## src/rtl/dacfe_pkg.sv

```systemverilog
package dacfe_pkg;

  // Synchronized view of the asynchronous pins.
  typedef struct packed {
    logic sdi;
    logic sclk;
    logic cs_n;
    logic load_n;
    logic upd;
  } pins_t;

  localparam int PINS_W = $bits(pins_t);

  // Idle levels applied during reset, so no false edge follows reset.
  localparam pins_t PINS_IDLE = '{sdi: 1'b0, sclk: 1'b0, cs_n: 1'b1,
                                  load_n: 1'b1, upd: 1'b0};

endpackage

```

## src/rtl/dacfe_sync.sv

```systemverilog
module dacfe_sync #(
  parameter int              W       = 5,
  parameter int              STAGES  = 2,
  parameter logic [W-1:0]    RST_VAL = '0
) (
  input  logic         clk,
  input  logic         rst,
  input  logic [W-1:0] d,
  output logic [W-1:0] q
);

  logic [STAGES-1:0][W-1:0] chain;

  always_ff @(posedge clk) begin
    if (rst) chain[0] <= RST_VAL;
    else     chain[0] <= d;
  end

  for (genvar s = 1; s < STAGES; s++) begin : g_stage
    always_ff @(posedge clk) begin
      if (rst) chain[s] <= RST_VAL;
      else     chain[s] <= chain[s-1];
    end
  end

  assign q = chain[STAGES-1];

endmodule

```

## src/rtl/dacfe_shift.sv

```systemverilog
module dacfe_shift #(
  parameter int WIDTH = 16
) (
  input  logic             clk,
  input  logic             rst,
  input  logic             sclk_s,
  input  logic             sdi_s,
  input  logic             cs_n_s,
  output logic [WIDTH-1:0] sreg,
  output logic             sdo,
  output logic             shift_en
);

  logic sclk_q;
  logic sclk_rise;
  logic sclk_fall;

  always_ff @(posedge clk) begin
    if (rst) sclk_q <= 1'b0;
    else     sclk_q <= sclk_s;
  end

  assign sclk_rise = sclk_s & ~sclk_q;
  assign sclk_fall = ~sclk_s & sclk_q;
  assign shift_en  = sclk_rise & ~cs_n_s;

  always_ff @(posedge clk) begin
    if (rst) begin
      sreg <= '0;
    end else if (shift_en) begin
      sreg <= {sreg[WIDTH-2:0], sdi_s};
    end
  end

  always_ff @(posedge clk) begin
    if (rst) begin
      sdo <= 1'b0;
    end else if (sclk_fall && !cs_n_s) begin
      sdo <= sreg[WIDTH-1];
    end
  end

endmodule

```

## src/rtl/dacfe_regs.sv

```systemverilog
module dacfe_regs #(
  parameter int WIDTH = 16
) (
  input  logic             clk,
  input  logic             rst,
  input  logic             rst_mid,
  input  logic             load_n_s,
  input  logic             upd_s,
  input  logic [WIDTH-1:0] sreg,
  output logic [WIDTH-1:0] ibuf,
  output logic [WIDTH-1:0] dac_code,
  output logic             upd_pulse,
  output logic             upd_rise,
  output logic             load_low
);

  localparam logic [WIDTH-1:0] MID_CODE = {1'b1, {(WIDTH-1){1'b0}}};

  logic             upd_q;
  logic [WIDTH-1:0] rst_code;
  logic [WIDTH-1:0] next_code;

  assign rst_code  = rst_mid ? MID_CODE : '0;
  assign load_low  = ~load_n_s;
  assign upd_rise  = upd_s & ~upd_q;
  // Transparent buffer: with load active the update sees the live word.
  assign next_code = load_low ? sreg : ibuf;

  always_ff @(posedge clk) begin
    if (rst) upd_q <= 1'b0;
    else     upd_q <= upd_s;
  end

  always_ff @(posedge clk) begin
    if (rst) begin
      ibuf <= rst_code;
    end else if (load_low) begin
      ibuf <= sreg;
    end
  end

  always_ff @(posedge clk) begin
    if (rst) begin
      dac_code  <= rst_code;
      upd_pulse <= 1'b0;
    end else begin
      upd_pulse <= upd_rise;
      if (upd_rise) dac_code <= next_code;
    end
  end

endmodule

```

## src/rtl/dacfe_top.sv

```systemverilog
module dacfe_top #(
  parameter int DATA_W      = 16,
  parameter int SYNC_STAGES = 2
) (
  input  logic              clk,
  input  logic              rst,
  input  logic              rst_mid,
  input  logic              sclk,
  input  logic              sdi,
  input  logic              cs_n,
  input  logic              load_n,
  input  logic              upd,
  output logic              sdo,
  output logic [DATA_W-1:0] dac_code,
  output logic              upd_pulse
);

  import dacfe_pkg::*;

  pins_t              pins_raw;
  pins_t              pins_s;
  logic [DATA_W-1:0]  sreg;
  logic [DATA_W-1:0]  ibuf;
  logic               shift_en;
  logic               upd_rise;
  logic               load_low;

  assign pins_raw = '{sdi: sdi, sclk: sclk, cs_n: cs_n,
                      load_n: load_n, upd: upd};

  dacfe_sync #(
    .W       (PINS_W),
    .STAGES  (SYNC_STAGES),
    .RST_VAL (PINS_IDLE)
  ) u_sync (
    .clk (clk),
    .rst (rst),
    .d   (pins_raw),
    .q   (pins_s)
  );

  dacfe_shift #(
    .WIDTH (DATA_W)
  ) u_shift (
    .clk      (clk),
    .rst      (rst),
    .sclk_s   (pins_s.sclk),
    .sdi_s    (pins_s.sdi),
    .cs_n_s   (pins_s.cs_n),
    .sreg     (sreg),
    .sdo      (sdo),
    .shift_en (shift_en)
  );

  dacfe_regs #(
    .WIDTH (DATA_W)
  ) u_regs (
    .clk       (clk),
    .rst       (rst),
    .rst_mid   (rst_mid),
    .load_n_s  (pins_s.load_n),
    .upd_s     (pins_s.upd),
    .sreg      (sreg),
    .ibuf      (ibuf),
    .dac_code  (dac_code),
    .upd_pulse (upd_pulse),
    .upd_rise  (upd_rise),
    .load_low  (load_low)
  );

endmodule

```

## config.mk

```make
export PLATFORM = sky130hd
export DESIGN_NAME = dacfe_top
export DESIGN_NICKNAME = d
export VERILOG_FILES = /design/src/rtl/dacfe_pkg.sv /design/src/rtl/dacfe_sync.sv /design/src/rtl/dacfe_shift.sv /design/src/rtl/dacfe_regs.sv /design/src/rtl/dacfe_top.sv
export SDC_FILE = /design/constraint.sdc
export NUM_CORES = 1
export LEC_CHECK = 0
export ABC_AREA = 0
export ABC_CLOCK_PERIOD_IN_PS = 1750
export BUFFER_PORTS_ARGS = -buffer_cell sky130_fd_sc_hd__buf_4
export CAP_MARGIN = 30
export CELL_PAD_IN_SITES_DETAIL_PLACEMENT = 1
export CELL_PAD_IN_SITES_GLOBAL_PLACEMENT = 2
export CORE_MARGIN = 2
export CORE_UTILIZATION = 38
export CTS_CLUSTER_SIZE = 40
export DETAILED_ROUTE_END_ITERATION = 16
export GPL_TIMING_DRIVEN = 0
export HOLD_SLACK_MARGIN = 0.06
export PLACE_DENSITY_LB_ADDON = 0.3
export SKIP_LAST_GASP = 1
export SLEW_MARGIN = 15
export SYNTH_ARGS = -nofsm -noshare
export SYNTH_HDL_FRONTEND = slang
export SYNTH_SLANG_ARGS = --single-unit
```

## constraint.sdc

```tcl
create_clock -name clk -period 1.75 [get_ports clk]
set_clock_uncertainty 0.1 [all_clocks]
set_input_delay 0.2625 -clock clk [delete_from_list [all_inputs] [get_ports clk]]
set_output_delay 0.2625 -clock clk [all_outputs]
set_load 0.05 [all_outputs]
```

Yosys cells after proc, flatten, opt, wreduce, memory -nomap -nowiden:

Cells that the tools add are included.

* flip-flop bits (word level): 62

* multiplexer cells: 5
* bitwise gates (word level): 8
* reductions and logical operators: 3

Operators with widths (count)
* 16-bit 2-to-1 mux: 5
* 1-bit bitwise AND: 4
* 1-bit inverter: 4
* 2-bit nonzero test: 1
* 1-bit logical AND: 1
* 1-bit zero test: 1

Depth between registers and ports, before layout:

* depth after elaboration: 4
* depth in mapped cells: 4
* gate-level depth less buffers: 2

Cells and area by module:

A second synthesis with hierarchy kept.

* cells, all modules: 163
* area, all modules: 2154.6 µm²

By module, submodules not included
* dacfe_regs: instances 1, cells an instance 77, area an instance 1136.1 µm², sequential area each 840.8 µm²
* dacfe_shift: instances 1, cells an instance 61, area an instance 718.2 µm², sequential area each 360.3 µm²
* dacfe_sync: instances 1, cells an instance 25, area an instance 300.3 µm², sequential area each 200.2 µm²

Worst setup path after synthesis:

OpenSTA, ideal clock, no wires.

* path type: input port to flip-flop
* start point: input port rst
* end point: register u_regs.dac_code[0], enable pin
* arrival time: 992 ps
* setup slack: 283 ps
* cell stages on the path: 2
* path buffers: 1
* cell sequence: clkbuf_1 nand2b_1

* longest elaborated chain between the ends: 1

Ends and longest elaborated chain
* start: declaration: line dacfe_top.sv:6 `input logic rst,`
* 2-bit nonzero test (no source line)
* end signal: assignment: line dacfe_regs.sv:44 `dac_code <= rst_code;`
* end signal: assignment: line dacfe_regs.sv:48 `if (upd_rise) dac_code <= next_code;`
* end: declaration: line dacfe_regs.sv:11 `output logic [WIDTH-1:0] dac_code,`

No other way between the ends.
A chain may end at the register's enable or synchronous reset.

Worst setup path in the final report:

* start point: register u_regs.upd_q
* end point: register u_regs.dac_code[10], enable pin

* longest elaborated chain between the ends: 3

Ends and longest elaborated chain
* start: declaration: line dacfe_regs.sv:19 `logic upd_q;`
* start signal: assignment: line dacfe_regs.sv:31 `else upd_q <= upd_s;`
* 1-bit inverter: line dacfe_regs.sv:25 `assign upd_rise = upd_s & ~upd_q;`
* 1-bit bitwise AND: line dacfe_regs.sv:25
* 2-bit nonzero test (no source line)

No other way between the ends.

==> flow_metrics.env <==
export IMPL_maxSlewHeadroom_pct=39.75
export IMPL_routabilityCongestion=0.6685
export IMPL_synthDistinctLibCells=17
export IMPL_syn_num_nets=164
export IMPL_final_nets=204
export IMPL_placeableCoreArea_um2=5405
export IMPL_yosys_area_share_adder_pct=0
export IMPL_port_buffers=24
export IMPL_boundaryPins=26
export IMPL_whs_endpoint="u_regs.ibuf[15]$_DFF_P_"
export IMPL_clk_latency_ns=0.33
export IMPL_synthSimpleGateAreaFrac_pct=13.69
export IMPL_r2r_end="u_regs.dac_code[10]$_DFFE_PP_"
export IMPL_cap_violations=0
export IMPL_synth_area_leaders="dfxtp_1 44%, edfxtp_1 23%, mux2i_1 16%"
export IMPL_critPathTopFamily="simple AND/OR/NAND/NOR gates"
export IMPL_rsz0062_at_grt="false"
export IMPL_p_seq_share_pct=55.8
export IMPL_cellPowerDensity_nw_per_um2=1055
export IMPL_status="complete, no violations"
export IMPL_crit_required_ns=1.61
export IMPL_report_final_slew_viol_count=0
export IMPL_synth_top_family_by_area="multiplexers"
export IMPL_crit_chain="nand2b_1 -> nand2b_1"
export IMPL_synth_top_area_share_pct=43.99
export IMPL_preCtsSetupSlack_ns=-0.1518
export IMPL_die_x_um=78.22
export IMPL_ys_warn_count=0
export IMPL_hold_viol_final=0
export IMPL_synth_compound_area_share_pct=0.2391
export IMPL_critPathLaunchType="flip-flop"
export IMPL_cts_max_path_buffers=2
export IMPL_ys_seq_area_share_pct=66.95
export IMPL_p_sw_uw=646.2
export IMPL_grt_max_degree=17
export IMPL_seq_area_um2=1401
export IMPL_dr_pass1_iters=4
export IMPL_end_kind="flip-flop"
export IMPL_path_buf_inv=0
export IMPL_worstReg2RegStart="u_regs.upd_q$_SDFF_PP0_"
export IMPL_synth_cells=156
export IMPL_tightest_slew_ns=0.9038
export IMPL_crit_type="reg2reg"
export IMPL_ys_ff_latch=62
export IMPL_fmax_mhz=637.9
export IMPL_vdd_ir_drop_max_uv=459.4
export IMPL_pwr_share_comb_pct=6.8
export IMPL_power_uw=2711
export IMPL_drt_iter0_markers=46
export IMPL_clkSinkCount=62
export IMPL_die_h_um=78.22
export IMPL_path_clk_slew_ns=0.06
export IMPL_hold_depth=3
export IMPL_syn_avg_cell_area_um2=13.42
export IMPL_antenna_found_initial=0
export IMPL_drt_total_wl_um=3517
export IMPL_synth_area_mux_share_pct=15.78
export IMPL_vias=1210
export IMPL_netSwitchingFraction_pct=23.84
export IMPL_reg2reg_depth=2
export IMPL_power_frac_clock_pct=37.5
export IMPL_diodes=0
export IMPL_cp_slowest_cell="nand2b_1"
export IMPL_drive_gt1_share_pct=22.39
export IMPL_p_int_uw=2064
export IMPL_start_util_pct=38.73
export IMPL_cts_buffers=9
export IMPL_min_period_ns=1.568
export IMPL_cts_setup_buffers=0
export IMPL_routedWlPerCell_um=12.88
export IMPL_rows=27
export IMPL_cts_resized=0
export IMPL_grt_pass1_wl_um=5968
export IMPL_synthXorXnorAreaFrac_pct=0
export IMPL_layout_setup_ws_ns=0.1823
export IMPL_cts_hold_buffers=5
export IMPL_timing_final_crit_share_pct=89.58
export IMPL_post_dp_hpwl_um=2373
export IMPL_synth_area_um2=2093
export IMPL_cp_arrival_ns=1.43
export IMPL_drc=0
export IMPL_cts_tree="done"
export IMPL_rrSetupSlack_ns=0.18
export IMPL_cts_root_buffer="clkbuf_8"
export IMPL_p_leak_uw=0.001064
export IMPL_htree_levels=3
export IMPL_synth_top_cell_by_area="dfxtp_1"
export IMPL_overflow=0
export IMPL_grt_usage_pct=13.23
export IMPL_min_path_type="in2reg"
export IMPL_cpMostUsedCell="nand2b_1"
export IMPL_cpPeakStageDelay_ns=0.65
export IMPL_ant_nets=0
export IMPL_avgViaCountPerCell=4.432
export IMPL_multi_input_area_um2=621.8
export IMPL_dieArea_um2=6118
export IMPL_synthToLayoutAreaGrowth_pct=22.77
export IMPL_hold_start="rst_mid"
export IMPL_grt_pass1_vias=1308
export IMPL_cp_max_fo=16
export IMPL_setup_violations=0
export IMPL_fill_cells=591
cells in the final DEF, fill, tap and decap left out, drive strengths merged:
cell / synthesis / layout
nor2: 16 / 16
mux2i: 33 / 33
o21ai: 1 / 1
clkinv: 0 / 6
nand2: 1 / 1
clkbuf: 4 / 14
nand2b: 20 / 20
dlygate4sd3: 0 / 5
buf: 5 / 29
or2: 4 / 4
dfxtp: 46 / 46
edfxtp: 16 / 16
nor2b: 8 / 8
nor3b: 2 / 2
metrics by stage:
| step | cell area (um^2) | cells | util (%) | TNS, ns | hold WS, ns |
|---|---|---|---|---|---|
| detailed placement | 2364 | 252 | 43.73 | -2.412 | 0.2947 |
| floorplan | 2093 | 156 | - | 0 | 0.2596 |
| global placement | 2364 | 252 | 43.73 | -2.324 | 0.2885 |
| CTS | 2570 | 273 | 47.55 | 0 | 0.06080 |
| global route | 2570 | 273 | 47.55 | 0 | 0.09151 |
| finish | 2570 | 273 | 47.55 | 0 | 0.07161 |
layout make-up:
cell class | instances | share of cell area, %
clock inverters | 6 | 1.120
well taps | 72 | 3.505
flip-flops and latches | 62 | 54.53
plain buffers | 9 | 2.726
clock buffers | 10 | 4.966
repair buffers | 29 | 8.958
multi-input cells | 85 | 24.20
routing by layer:
metal  GRT usage, %  vias to the layer above  share of wire, %
met5              0                        -                 0
met4          7.368                        0               1.5
li1               -                      603                 -
met3          5.172                        7               5.0
met2          22.24                       26                50
met1          14.22                      574                44
Yosys cell counts:
cell type  instances
nand2_1            1
clkbuf_1           4
buf_12             1
buf_2              1
nor3b_2            1
nand2b_1          20
nor2_1            16
nor2b_1            7
nor2b_2            1
nor3b_1            1
or2_1              4
dfxtp_1           46
mux2i_1           33
o21ai_1            1
edfxtp_1          16
buf_6              2
buf_4              1
worst reg2reg max path, cell delays in order (launching register included):
cell,delay [ns]
dfxtp_1,0.30
nand2b_1,0.15
nand2b_1,0.65
worst max path at each step:
stage | startpoint | endpoint | cells past startpoint | slack (ns)
after floorplan | rst | u_regs.dac_code[0]$_DFFE_PP_ | 2 | 0.28
after global placement | rst | u_regs.dac_code[10]$_DFFE_PP_ | 2 | -0.15
after detailed placement | rst | u_regs.dac_code[11]$_DFFE_PP_ | 2 | -0.15
after CTS | u_regs.upd_q$_SDFF_PP0_ | u_regs.dac_code[9]$_DFFE_PP_ | 2 | 0.16
after global routing | u_regs.upd_q$_SDFF_PP0_ | u_regs.dac_code[0]$_DFFE_PP_ | 2 | 0.1
final | u_regs.upd_q$_SDFF_PP0_ | u_regs.dac_code[10]$_DFFE_PP_ | 2 | 0.18
registers in the layout, indices dropped and copies added, names as in the netlist:
register,flops
u_sync.q,5
u_regs.ibuf,16
u_shift.sreg,16
u_regs.upd_pulse,1
u_regs.dac_code,16
u_regs.upd_q,1
u_shift.sdo,1
u_sync.chain,5
u_shift.sclk_q,1
kinds of logic (layout without fill, tap and decap cells):
| group | count (synthesis) | in the layout |
|---|---|---|
| compound gates | 1 | 1 |
| buf+inv | 9 | 54 |
| flops | 62 | 62 |
| mux | 33 | 33 |
| simple gates | 51 | 51 |
power groups by stage:
stage / Combinational, uW / Clock, uW / Sequential [uW]
after floorplan: 54.3 / 0 / 1610
after global placement: 177 / 0 / 1540
after detailed placement: 177 / 0 / 1540
after CTS: 186 / 1050 / 1510
after global routing: 195 / 1120 / 1510
final: 183 / 1020 / 1510
Note: power is estimated with default switching activity, not from simulation.
